--- src/rtl/pf_pkg.sv ---
package pf_pkg;

   typedef enum logic [1:0] {
      ST_EMPTY = 2'd0,
      ST_MID   = 2'd1,
      ST_FULL  = 2'd2
   } pf_state_e;

endpackage

--- src/rtl/pf_ctrl.sv ---
module pf_ctrl
   import pf_pkg::*;
#(
   parameter int DEPTH = 16,
   parameter int PTR_W = $clog2(DEPTH),
   parameter int CNT_W = $clog2(DEPTH + 1)
) (
   input  logic             clk_i,
   input  logic             rst_i,
   input  logic             push_i,
   input  logic             pop_i,
   output logic             wr_en_o,
   output logic [PTR_W-1:0] head_o,
   output logic [PTR_W-1:0] tail_o,
   output logic [CNT_W-1:0] cnt_o,
   output pf_state_e        state_o
);

   localparam logic [CNT_W-1:0] FULL_CNT = CNT_W'(DEPTH);
   localparam logic [PTR_W-1:0] LAST_PTR = PTR_W'(DEPTH - 1);
   localparam bit               POW2     = (DEPTH == (1 << PTR_W));

   pf_state_e        state_q, state_nx;
   logic [CNT_W-1:0] cnt_q, cnt_nx;
   logic [PTR_W-1:0] head_q, tail_q, head_inc, tail_inc;
   logic             do_push, do_pop;

   generate
      if (POW2) begin : g_wrap_free
         assign head_inc = head_q + 1'b1;
         assign tail_inc = tail_q + 1'b1;
      end else begin : g_wrap_cmp
         assign head_inc = (head_q == LAST_PTR) ? '0 : head_q + 1'b1;
         assign tail_inc = (tail_q == LAST_PTR) ? '0 : tail_q + 1'b1;
      end
   endgenerate

   always_comb begin
      do_pop  = pop_i && (state_q != ST_EMPTY);
      do_push = push_i && ((state_q != ST_FULL) || do_pop);
      cnt_nx  = cnt_q;
      case ({do_push, do_pop})
         2'b10:   cnt_nx = cnt_q + 1'b1;
         2'b01:   cnt_nx = cnt_q - 1'b1;
         default: cnt_nx = cnt_q;
      endcase
      if (cnt_nx == '0)
         state_nx = ST_EMPTY;
      else if (cnt_nx == FULL_CNT)
         state_nx = ST_FULL;
      else
         state_nx = ST_MID;
   end

   always_ff @(posedge clk_i) begin
      if (rst_i) begin
         state_q <= ST_EMPTY;
         cnt_q   <= '0;
         head_q  <= '0;
         tail_q  <= '0;
      end else begin
         state_q <= state_nx;
         cnt_q   <= cnt_nx;
         if (do_pop)  head_q <= head_inc;
         if (do_push) tail_q <= tail_inc;
      end
   end

   assign wr_en_o = do_push;
   assign head_o  = head_q;
   assign tail_o  = tail_q;
   assign cnt_o   = cnt_q;
   assign state_o = state_q;

   p_no_overflow_r3: assert property (@(posedge clk_i) disable iff (rst_i)
      (cnt_q == FULL_CNT && push_i && !pop_i) |=> (cnt_q == FULL_CNT && $stable(tail_q)));

   p_no_underflow_r4: assert property (@(posedge clk_i) disable iff (rst_i)
      (cnt_q == '0 && pop_i && !push_i) |=> (cnt_q == '0 && $stable(head_q)));

   p_pair_holds_r5: assert property (@(posedge clk_i) disable iff (rst_i)
      (cnt_q != '0 && push_i && pop_i) |=> $stable(cnt_q));

   p_level_bound_r6: assert property (@(posedge clk_i) disable iff (rst_i)
      cnt_q <= FULL_CNT);

   p_state_level_r7: assert property (@(posedge clk_i) disable iff (rst_i)
      ((state_q == ST_EMPTY) == (cnt_q == '0)) && ((state_q == ST_FULL) == (cnt_q == FULL_CNT)));

endmodule

--- src/rtl/pf_store.sv ---
module pf_store #(
   parameter int DATA_W = 8,
   parameter int DEPTH  = 16,
   parameter int PTR_W  = $clog2(DEPTH)
) (
   input  logic              clk_i,
   input  logic              wr_en_i,
   input  logic [PTR_W-1:0]  wr_ptr_i,
   input  logic [DATA_W-1:0] wr_data_i,
   input  logic [PTR_W-1:0]  head_i,
   output logic [DATA_W-1:0] head_data_o,
   input  logic [PTR_W-1:0]  peek_idx_i,
   output logic [DATA_W-1:0] peek_data_o
);

   localparam bit POW2 = (DEPTH == (1 << PTR_W));

   logic [DATA_W-1:0] mem_q [DEPTH];
   logic [PTR_W-1:0]  peek_addr;
   logic [DATA_W-1:0] peek_q;

   generate
      if (POW2) begin : g_peek_trunc
         assign peek_addr = head_i + peek_idx_i;
      end else begin : g_peek_fold
         logic [PTR_W:0] sum;
         assign sum       = {1'b0, head_i} + {1'b0, peek_idx_i};
         assign peek_addr = (sum >= (PTR_W + 1)'(DEPTH)) ? PTR_W'(sum - (PTR_W + 1)'(DEPTH))
                                                         : sum[PTR_W-1:0];
      end
   endgenerate

   always_ff @(posedge clk_i) begin
      if (wr_en_i) mem_q[wr_ptr_i] <= wr_data_i;
      peek_q <= mem_q[peek_addr];
   end

   assign head_data_o = mem_q[head_i];
   assign peek_data_o = peek_q;

endmodule

--- src/rtl/peek_fifo.sv ---
module peek_fifo
   import pf_pkg::*;
#(
   parameter int DATA_W = 8,
   parameter int DEPTH  = 16,
   localparam int PTR_W = $clog2(DEPTH),
   localparam int CNT_W = $clog2(DEPTH + 1)
) (
   input  logic              clk_i,
   input  logic              rst_i,
   input  logic              push_i,
   input  logic [DATA_W-1:0] push_data_i,
   input  logic              pop_i,
   output logic [DATA_W-1:0] pop_data_o,
   input  logic [PTR_W-1:0]  peek_idx_i,
   output logic [DATA_W-1:0] peek_data_o,
   input  logic [CNT_W-1:0]  level_thr_i,
   output logic [CNT_W-1:0]  level_o,
   output logic              empty_o,
   output logic              half_o,
   output logic              full_o,
   output logic              level_hit_o
);

   generate
      if (DEPTH < 2) begin : g_bad_depth
         $error("peek_fifo: DEPTH must be at least 2");
      end
      if (DATA_W < 1) begin : g_bad_width
         $error("peek_fifo: DATA_W must be at least 1");
      end
   endgenerate

   localparam logic [CNT_W:0] DEPTH_X = (CNT_W + 1)'(DEPTH);

   logic             wr_en;
   logic [PTR_W-1:0] head, tail;
   logic [CNT_W-1:0] cnt;
   pf_state_e        state;

   pf_ctrl #(.DEPTH(DEPTH), .PTR_W(PTR_W), .CNT_W(CNT_W)) u_ctrl (
      .clk_i   (clk_i),
      .rst_i   (rst_i),
      .push_i  (push_i),
      .pop_i   (pop_i),
      .wr_en_o (wr_en),
      .head_o  (head),
      .tail_o  (tail),
      .cnt_o   (cnt),
      .state_o (state)
   );

   pf_store #(.DATA_W(DATA_W), .DEPTH(DEPTH), .PTR_W(PTR_W)) u_store (
      .clk_i       (clk_i),
      .wr_en_i     (wr_en),
      .wr_ptr_i    (tail),
      .wr_data_i   (push_data_i),
      .head_i      (head),
      .head_data_o (pop_data_o),
      .peek_idx_i  (peek_idx_i),
      .peek_data_o (peek_data_o)
   );

   assign level_o     = cnt;
   assign empty_o     = (state == ST_EMPTY);
   assign full_o      = (state == ST_FULL);
   assign half_o      = ({cnt, 1'b0} >= DEPTH_X);
   assign level_hit_o = (cnt >= level_thr_i);

   p_flags_apart_r7: assert property (@(posedge clk_i) disable iff (rst_i)
      !(empty_o && full_o));

   p_full_implies_half_r8: assert property (@(posedge clk_i) disable iff (rst_i)
      full_o |-> half_o);

   p_empty_no_half_r8: assert property (@(posedge clk_i) disable iff (rst_i)
      empty_o |-> !half_o);

endmodule

--- config.mk ---
export PLATFORM = sky130hd
export DESIGN_NAME = peek_fifo
export DESIGN_NICKNAME = d
export VERILOG_FILES = /design/src/rtl/pf_pkg.sv /design/src/rtl/pf_ctrl.sv /design/src/rtl/pf_store.sv /design/src/rtl/peek_fifo.sv
export SDC_FILE = /design/constraint.sdc
export NUM_CORES = 1
export LEC_CHECK = 0
export ABC_AREA = 1
export BUFFER_PORTS_ARGS = -buffer_cell sky130_fd_sc_hd__buf_2
export CAP_MARGIN = 30
export CELL_PAD_IN_SITES_DETAIL_PLACEMENT = 2
export CELL_PAD_IN_SITES_GLOBAL_PLACEMENT = 2
export CORE_ASPECT_RATIO = 1.2
export CORE_UTILIZATION = 37
export CTS_CLUSTER_DIAMETER = 50
export DETAILED_ROUTE_END_ITERATION = 12
export PLACE_DENSITY_LB_ADDON = 0.1
export SLEW_MARGIN = 20
export SYNTH_ARGS = -nofsm -noshare
export SYNTH_HDL_FRONTEND = slang
export SYNTH_SLANG_ARGS = --single-unit
--- constraint.sdc ---
create_clock -name clk_i -period 2.55 [get_ports clk_i]
set_clock_uncertainty 0.1 [all_clocks]
set_input_delay 0.3825 -clock clk_i [delete_from_list [all_inputs] [get_ports clk_i]]
set_output_delay 0.3825 -clock clk_i [all_outputs]
set_load 0.01 [all_outputs]
# Word level (Yosys, flattened, before mapping)
# Memory sizes are Yosys's and may differ from the RTL's. A register that Yosys moved wholly into a read port is not among the register bits.
# Index checks and enable logic that the tools add are counted.
# classes
eq_ne,5
muxes,6
n_addsub,5
n_reduce_logical,7
n_lt_le_gt_ge,2
# op_table
op,n
$pmux W5 S2,1
$add A4 B1 Y4 const B,2
$mux W4,2
$ge A6 B5 Y1 const B,1
$add A5 B1 Y5 const B,1
$eq A5 B5 Y1 const B,1
$ge A5 B5 Y1,1
$logic_not A5 Y1,1
$sub A5 B1 Y5 const B,1
$add A4 B4 Y4,1
$eq A2 B2 Y1 const B,2
$eq A2 B1 Y1 const B,1
$logic_and A1 B1 Y1,2
$logic_not A2 Y1,1
$mux W1,2
$mux W2,1
$ne A2 B2 Y1 const B,1
$reduce_bool A2 Y1,1
$reduce_or A2 Y1,1
$logic_or A1 B1 Y1,1
# totals
word_cells,30
mem_bits_rw,128
output_inout_bits,25
memories,1
regBits,15
# mem_list
memory,words,width,rd,rd_ports_with_merged_regs,write_ports,line_no,rtl
u_store.mem_q,16,8,2,2,1,pf_store.sv:18,logic [DATA_W-1:0] mem_q [DEPTH];

# Longest topological paths before layout
# Gate-level depths: netlist of the first run.
# logic_depth
word_depth,8
ltp_mapped,17
depth_no_buf,16

# By module
# Synthesis of the first run repeated with hierarchy kept, for this count alone.
# unflattened
cells_unflattened,1029
area_unflattened_um2,8202.9
# modules_own_cells
module,seq_area_each_um2,cells_each,instances,area_each_um2
pf_store,4003.8,889,1,7224.4
pf_ctrl,300.3,113,1,828.3
peek_fifo,0.0,27,1,150.1

# Least setup slack after synthesis of the first run
# Ideal clock, no wire load.
# synth_timing
path_kind,flip-flop to flip-flop
startpoint,register u_ctrl.head_q[0] (netlist: u_ctrl.head_o[0])
endpoint,"register u_store.peek_q[0] (netlist: u_store.peek_data_o[0]), read port of u_store.mem_q"
synth_period_minus_slack_ps,2064
stages_incl_launch_ff,13
t_arrival_ps,1851
required_ps,2337
setup_slack_ps,486
cell_sequence,dfxtp_1 ha_1 inv_1 fa_1 buf_4 clkbuf_1 a21oi_1 o21ai_1 o21ai_1 nand2_1 o21ai_1 nand2_1 nand2_1
# synth_via
elab_chain_len,1
# synth_rtl
item,line_no,rtl
from (decl),pf_ctrl.sv:25,"logic [PTR_W-1:0] head_q, tail_q, head_inc, tail_inc;"
from (signal assigned),pf_ctrl.sv:64,if (do_pop) head_q <= head_inc;
$add A4 B4 Y4,pf_store.sv:24,assign peek_addr = head_i + peek_idx_i;
to (decl),pf_store.sv:20,logic [DATA_W-1:0] peek_q;
# No other way between the ends.
# A chain may end at the register's enable or synchronous reset.

==> results of run 1 <==
==> cells by family after synthesis <==
| logic type | count (synthesis) |
|---|---|
| buffers and inverters | 167 |
| AO/OA/AOI/OAI | 246 |
| adder cells (fa/ha/maj) | 18 |
| flip-flops | 155 |
| AND/OR/NAND/NOR | 278 |
| XOR/XNOR | 4 |
==> final timing paths <==
kind	end	slack (ns)	depth (start not counted)
worst max-delay path	pop_data_o[1]	0.1	6
worst min-delay path	u_ctrl.cnt_o[0]	0.08	2
worst max register to register	u_store.peek_data_o[1]	0.14	11
worst min register to register	u_ctrl.tail_o[3]	0.43	2
==> placed cells by master (no fill, tap or decap), drive strengths merged, types with 6 or more instances in the layout <==
cell / synthesis / layout
buf: 24 / 84
ha: 16 / 16
inv: 118 / 125
clkbuf: 24 / 17
o211ai: 48 / 48
nor2: 45 / 45
nand2: 157 / 157
clkinv: 0 / 6
edfxtp: 128 / 128
dfxtp: 27 / 27
o21ai: 121 / 121
a21oi: 76 / 76
nand3: 73 / 73
==> synthesized netlist by cell type <==
master    number
xor2_2         2
o21ai_0       49
buf_6          2
buf_1          2
nand3_2        1
clkbuf_1      24
buf_2         18
nand3b_1       3
xor2_1         1
o211ai_1      48
nand2_1      154
nand2_4        1
nand3_1       72
a21oi_1       76
nor2_1        44
o21bai_1       1
buf_4          2
o21ai_1       69
nor2_2         1
inv_2          4
fa_1           2
inv_1        112
ha_1          16
xnor2_1        1
inv_4          2
bufbuf_8       1
edfxtp_1     128
o21ai_2        3
dfxtp_1       27
nand2_2        2
==> worst max-delay path, cell delays in order (launching register included) <==
cell,delay [ns]
dfxtp_1,0.61
inv_1,0.11
buf_4,0.21
nand3_1,0.11
nand3_1,0.19
nand2_1,0.16
buf_2,0.15
==> where the power goes <==
group	total (mW)	switching, mW	internal (mW)
Clock	2.53	1.15	1.38
Sequential	2.94	0.0986	2.84
Combinational	1.69	1.09	0.598
Total	7.16	2.34	4.82
==> flip-flops by register name, indices dropped and copies added (netlist names), named ones only <==
name                 cells
u_ctrl.cnt_o             5
u_ctrl.head_o            4
u_ctrl.state_o           2
u_ctrl.tail_o            4
u_store.mem_q          128
u_store.peek_data_o      8
==> per-layer routing <==
| layer | track usage | part of all wire |
|---|---|---|
| met2 | 0.473 | 0.54 |
| met5 | 0 | 0 |
| met4 | 0.0986 | 0.027 |
| met3 | 0.0343 | 0.022 |
| met1 | 0.294 | 0.41 |
==> what timing repair did <==
action | in CTS | in global routing
hold endpoints to repair | 0 | 0
buffers inserted | 1 | 4
setup endpoints to repair | 5 | 4
pin swaps | 0 | 0
resized for setup | 2 | 1
==> layout make-up <==
class / count / area, sq um / area share
Tap cell: 270 / 338 / 0.0366
Inverter: 118 / 448 / 0.0485
Timing Repair Buffer: 84 / 638 / 0.0690
Sequential cell: 155 / 4390 / 0.475
Clock inverter: 15 / 156 / 0.0169
Clock buffer: 17 / 425 / 0.0460
Multi-Input combinational cell: 546 / 2840 / 0.308
==> flow_summary.yaml, run 1 <==
status:
  status: "completed"
drt:
  num_vias: 6593
  drtIter0Drc: 362
  ant_nets: 0
  routed_wl_microns: 26400
  post_drt_wl_per_cell_microns: 21.9
  vias_per_cell: 5.47
  drc: 0
  drt_pass1_iterations: 5
floorplanning:
  fp.dieH_microns: 162
  rows: 58
  core_area_sq_um: 21000
  io-pin-count: 46
  dieArea_sq_um: 21900
  start_util: 0.377
  fp.dieW_microns: 135
setup_path:
  timing.rr.start: "u_ctrl.head_o[0]"
  end_kind: "primary output"
  worst_setup_path_start_kind: "register"
  critical_path.max_fanout: 8
  arrival_ns: 1.97
  required_ns: 2.07
  crit_type: "register to primary output"
synth:
  synth_top_family_by_area: "compound AO/OA/AOI/OAI gates"
  synth_cells: 868
  synth-compound-area-share: 0.173
  synth_mux_area_frac: 0
  netlist_area_sq_um: 7900
  synth-simple-area-share: 0.148
  netlist-cell-type-count: 30
  yosys.area_share.adder: 0.0304
  ys_seq_area_frac: 0.555
  syn_area_per_cell_sq_um: 9.10
  synth_area_leaders: "edfxtp_1 (49%), nand2_1 (7.3%), dfxtp_1 (6.8%), inv_1 (5.3%), a21oi_1 (4.8%)"
  synth_seq_cells: 155
  synth_fp_nets: 907
  netlist.area_leader.share: 0.487
  synth_top_area_cell: "edfxtp_1"
  synth-xor-area-share: 0.00634
  yosysWarnings: 0
global_routing:
  overflow: 0
  grt_pass1_vias: 7451
  grt_start_max_net_pins: 65
  grtUsageTotal: 0.256
  grt_first_pass_wirelength_microns: 41600
  antenna_found_initial: 0
timing:
  hold_violations: 0
  rsz0062_at_grt: "false"
  setup_violations: 0
  hold_ws_ns: 0.0774
  relSlewSlack: 0.642
  slew_violations: 0
  post-route-period-util: 0.963
  max_slew.worst_pin.slew_ns: 0.537
  tns_ns: 0
  setup_ws_ns: 0.0954
  fmax_mhz: 407
  fin_crit_ns: 2.45
layout:
  drive_gt1_frac: 0.148
  final_area_sq_um: 9240
  stdcell_count: 1205
  area_delta_synth_final_pct: 17.0
  nFillCells: 2288
  n_antenna_cell: 0
  final_util: 0.441
  nets: 961
placement:
  numPortBuffers: 45
  dp_slack_ns: 0.171
  placed_area_sq_um: 8610
  dp_cells: 1168
  routabilityCongestion: 0.762
  dp_hpwl_microns: 18400
clocking:
  clk_pin_slew_ns: 0.07
  cts_buffer_depth: 2
  clk_latency_ns: 0.44
  cts_tree: "done"
  cts-root-buf: "clkbuf_16"
  clock_sinks: 155
  holdBufCountCts: 0
  numCtsBuffers: 17
  h-tree-depth: 4
flow_run:
  drv_cap: 0
pwr:
  ir_drop_v: 0.000440
  leakagePower_nw: 3.72
  fin_total_pwr_mw: 7.16
  p_per_area_nw_per_um2: 774
min_path:
  holdCritStartpoint: "rst_i"
  min_path_type: "primary input to register"
No activity file was read; power rests on OpenSTA's default activity.
==> run 2: changes to the inputs <==
--- a/config.mk
+++ b/config.mk
@@ -11,6 +11,7 @@
 export CELL_PAD_IN_SITES_DETAIL_PLACEMENT = 2
 export CELL_PAD_IN_SITES_GLOBAL_PLACEMENT = 2
 export CORE_ASPECT_RATIO = 1.2
+export CORE_MARGIN = 2
 export CORE_UTILIZATION = 37
 export CTS_CLUSTER_DIAMETER = 50
 export DETAILED_ROUTE_END_ITERATION = 12
==> constraint.sdc (replaced) <==
create_clock -name clk_i -period 3.1 [get_ports clk_i]
set_clock_uncertainty 0.1 [all_clocks]
set_input_delay 0.465 -clock clk_i [delete_from_list [all_inputs] [get_ports clk_i]]
set_output_delay 0.465 -clock clk_i [all_outputs]
set_load 0.01 [all_outputs]
==> run 2 against run 1 <==
Net effect: total power is 13% lower; hold slack better by 0.087 ns; largest power group is now the clock network; sequential power is 17% lower; die area is 2.7% higher; combinational power is 21% lower; flip-flop and latch count stayed put; count of clock-buffer cells in the layout is 1 higher; global-route usage is 0.37 points lower; non-clock buffer count is 10 lower.
==> flow_summary.yaml, run 2 (synthesis gave the netlist of run 1 again) <==
clocking:
  ctsResizeCount: 0
  clock_sinks: 155
  cts-root-buf: "clkbuf_16"
  holdBufCountCts: 0
  clk_pin_slew_ns: 0.07
  post_cts_buffers: 0
  cts_buffer_depth: 2
  numCtsBuffers: 17
  clk_latency_ns: 0.43
  h-tree-depth: 4
  cts_tree: "done"
placement:
  numPortBuffers: 45
  dp_slack_ns: 0.631
  dp_hpwl_microns: 18300
  routabilityCongestion: 0.755
floorplanning:
  io-pin-count: 46
  core_area_sq_um: 21000
  fp.dieW_microns: 137
  fp.dieH_microns: 164
  dieArea_sq_um: 22500
  start_util: 0.377
  rows: 58
layout:
  drive_gt1_frac: 0.136
  regMostFlops: "u_store.mem_q"
  largest_reg_flops: 128
  n_antenna_cell: 0
  nFillCells: 2286
  mostFrequentLayoutCells: "nand2_1 (154), edfxtp_1 (128), inv_1 (112)"
  nets: 951
  area_delta_synth_final_pct: 16.3
  final_util: 0.438
  layout_commonest_cell: "nand2_1"
setup_path:
  worst_r2r_path_depth: 10
  critical_path.max_fanout: 39
  worst_setup_path_start_kind: "register"
  end_kind: "primary output"
  crit_type: "register to primary output"
  worstPathCellList: "buf_4 > nand2_1 > o211ai_1 > nand3_1 > nand3_1 > nand2_1 > buf_2"
  required_ns: 2.53
  critPathMaxStageDelay_ns: 0.62
  arrival_ns: 2.24
  crit_slowest_cell: "dfxtp_4"
global_routing:
  overflow: 0
  grt_first_pass_wirelength_microns: 42200
  grt_start_max_net_pins: 65
  grtUsageTotal: 0.252
  antenna_found_initial: 0
  grt_pass1_vias: 7474
timing:
  relSlewSlack: 0.593
  fin_crit_ns: 2.80
  tns_ns: 0
  slew_violations: 0
  hold_ws_ns: 0.165
  hold_violations: 0
  max_slew.worst_pin.slew_ns: 0.610
  rsz0062_at_grt: "false"
  setup_ws_ns: 0.300
  fmax_mhz: 357
  setup_violations: 0
  post-route-period-util: 0.903
drt:
  drtIter0Drc: 417
  ant_nets: 0
  post_drt_wl_per_cell_microns: 22.6
  vias_per_cell: 5.52
  drc: 0
  routed_wl_microns: 27000
  num_vias: 6602
  drt_pass1_iterations: 4
flow_run:
  drv_cap: 0
pwr:
  p_per_area_nw_per_um2: 681
  p_seq_frac: 0.388
  p_sw_mw: 1.88
  p_comb_frac: 0.213
  clkPwrFrac: 0.399
  fin_total_pwr_mw: 6.25
  ir_drop_v: 0.000417
  intPower_mw: 4.37
  leakagePower_nw: 3.68
  switching_share: 0.301
status:
  status: "completed"
min_path:
  min_path_cells: 2
  min_path_type: "primary input to register"
## run 2: cell types whose count changed in the layout (fill, tap and decap cells not counted), moves of 2 or more
cell | before | now
buf_4 | 29 | 27
clkinvlp_4 | 1 | 4
clkinv_4 | 4 | 1
bufinv_16 | 1 | 7
buf_12 | 9 | 2
inv_6 | 6 | 2
## run 2: area by class of cell
class / count / area [sq um] / share of cell area
Sequential cell: 155 / 4390 / 0.478
Timing Repair Buffer: 74 / 468 / 0.0510
Clock buffer: 18 / 429 / 0.0467
Multi-Input combinational cell: 546 / 2840 / 0.310
Inverter: 118 / 448 / 0.0488
Tap cell: 270 / 338 / 0.0368
Clock inverter: 14 / 267 / 0.0290
## run 2: power by group through the flow
stage	clock, mW	sequential [mW]	combinational, mW
final	2.50	2.43	1.33
after detailed placement	0	2.47	1.32
after CTS	2.52	2.43	1.35
after floorplan	0	2.44	0.865
after global placement	0	2.47	1.24
after global routing	2.58	2.44	1.50
## run 2: critical path: cells and delay by family, from the launching register on
family	cells	cell delay (ns)
DFF	1	0.62
buffers and inverters	2	0.59
and+or+nand+nor	4	0.42
AOI/OAI and AO/OA	1	0.15
## run 2: routing by layer
layer / part of all wire / global-route usage / vias up / wire length, microns
met3: 0.028 / 0.0262 / 45 / 745
met5: 0 / 0 / - / 0
met4: 0.026 / 0.0900 / 0 / 703
met2: 0.53 / 0.464 / 121 / 14400
met1: 0.41 / 0.301 / 3373 / 11200
li1: - / - / 3063 / -
## run 2: worst paths after layout
check | from | to | slack, ns
worst max-delay path | register | pop_data_o[2] | 0.30
worst max register to register | u_ctrl.head_o[0] | u_store.peek_data_o[2] | 0.65
worst min-delay path | rst_i | u_ctrl.cnt_o[2] | 0.16
worst min register to register | u_ctrl.head_o[2] | u_ctrl.head_o[2] | 0.42
## run 2: metrics by stage
| step | cells | area (sq um) |
|---|---|---|
| floorplan | 868 | 7900 |
| global placement | 1163 | 8490 |
| detailed placement | 1163 | 8490 |
| CTS | 1195 | 9180 |
| global route | 1195 | 9180 |
| finish | 1195 | 9180 |
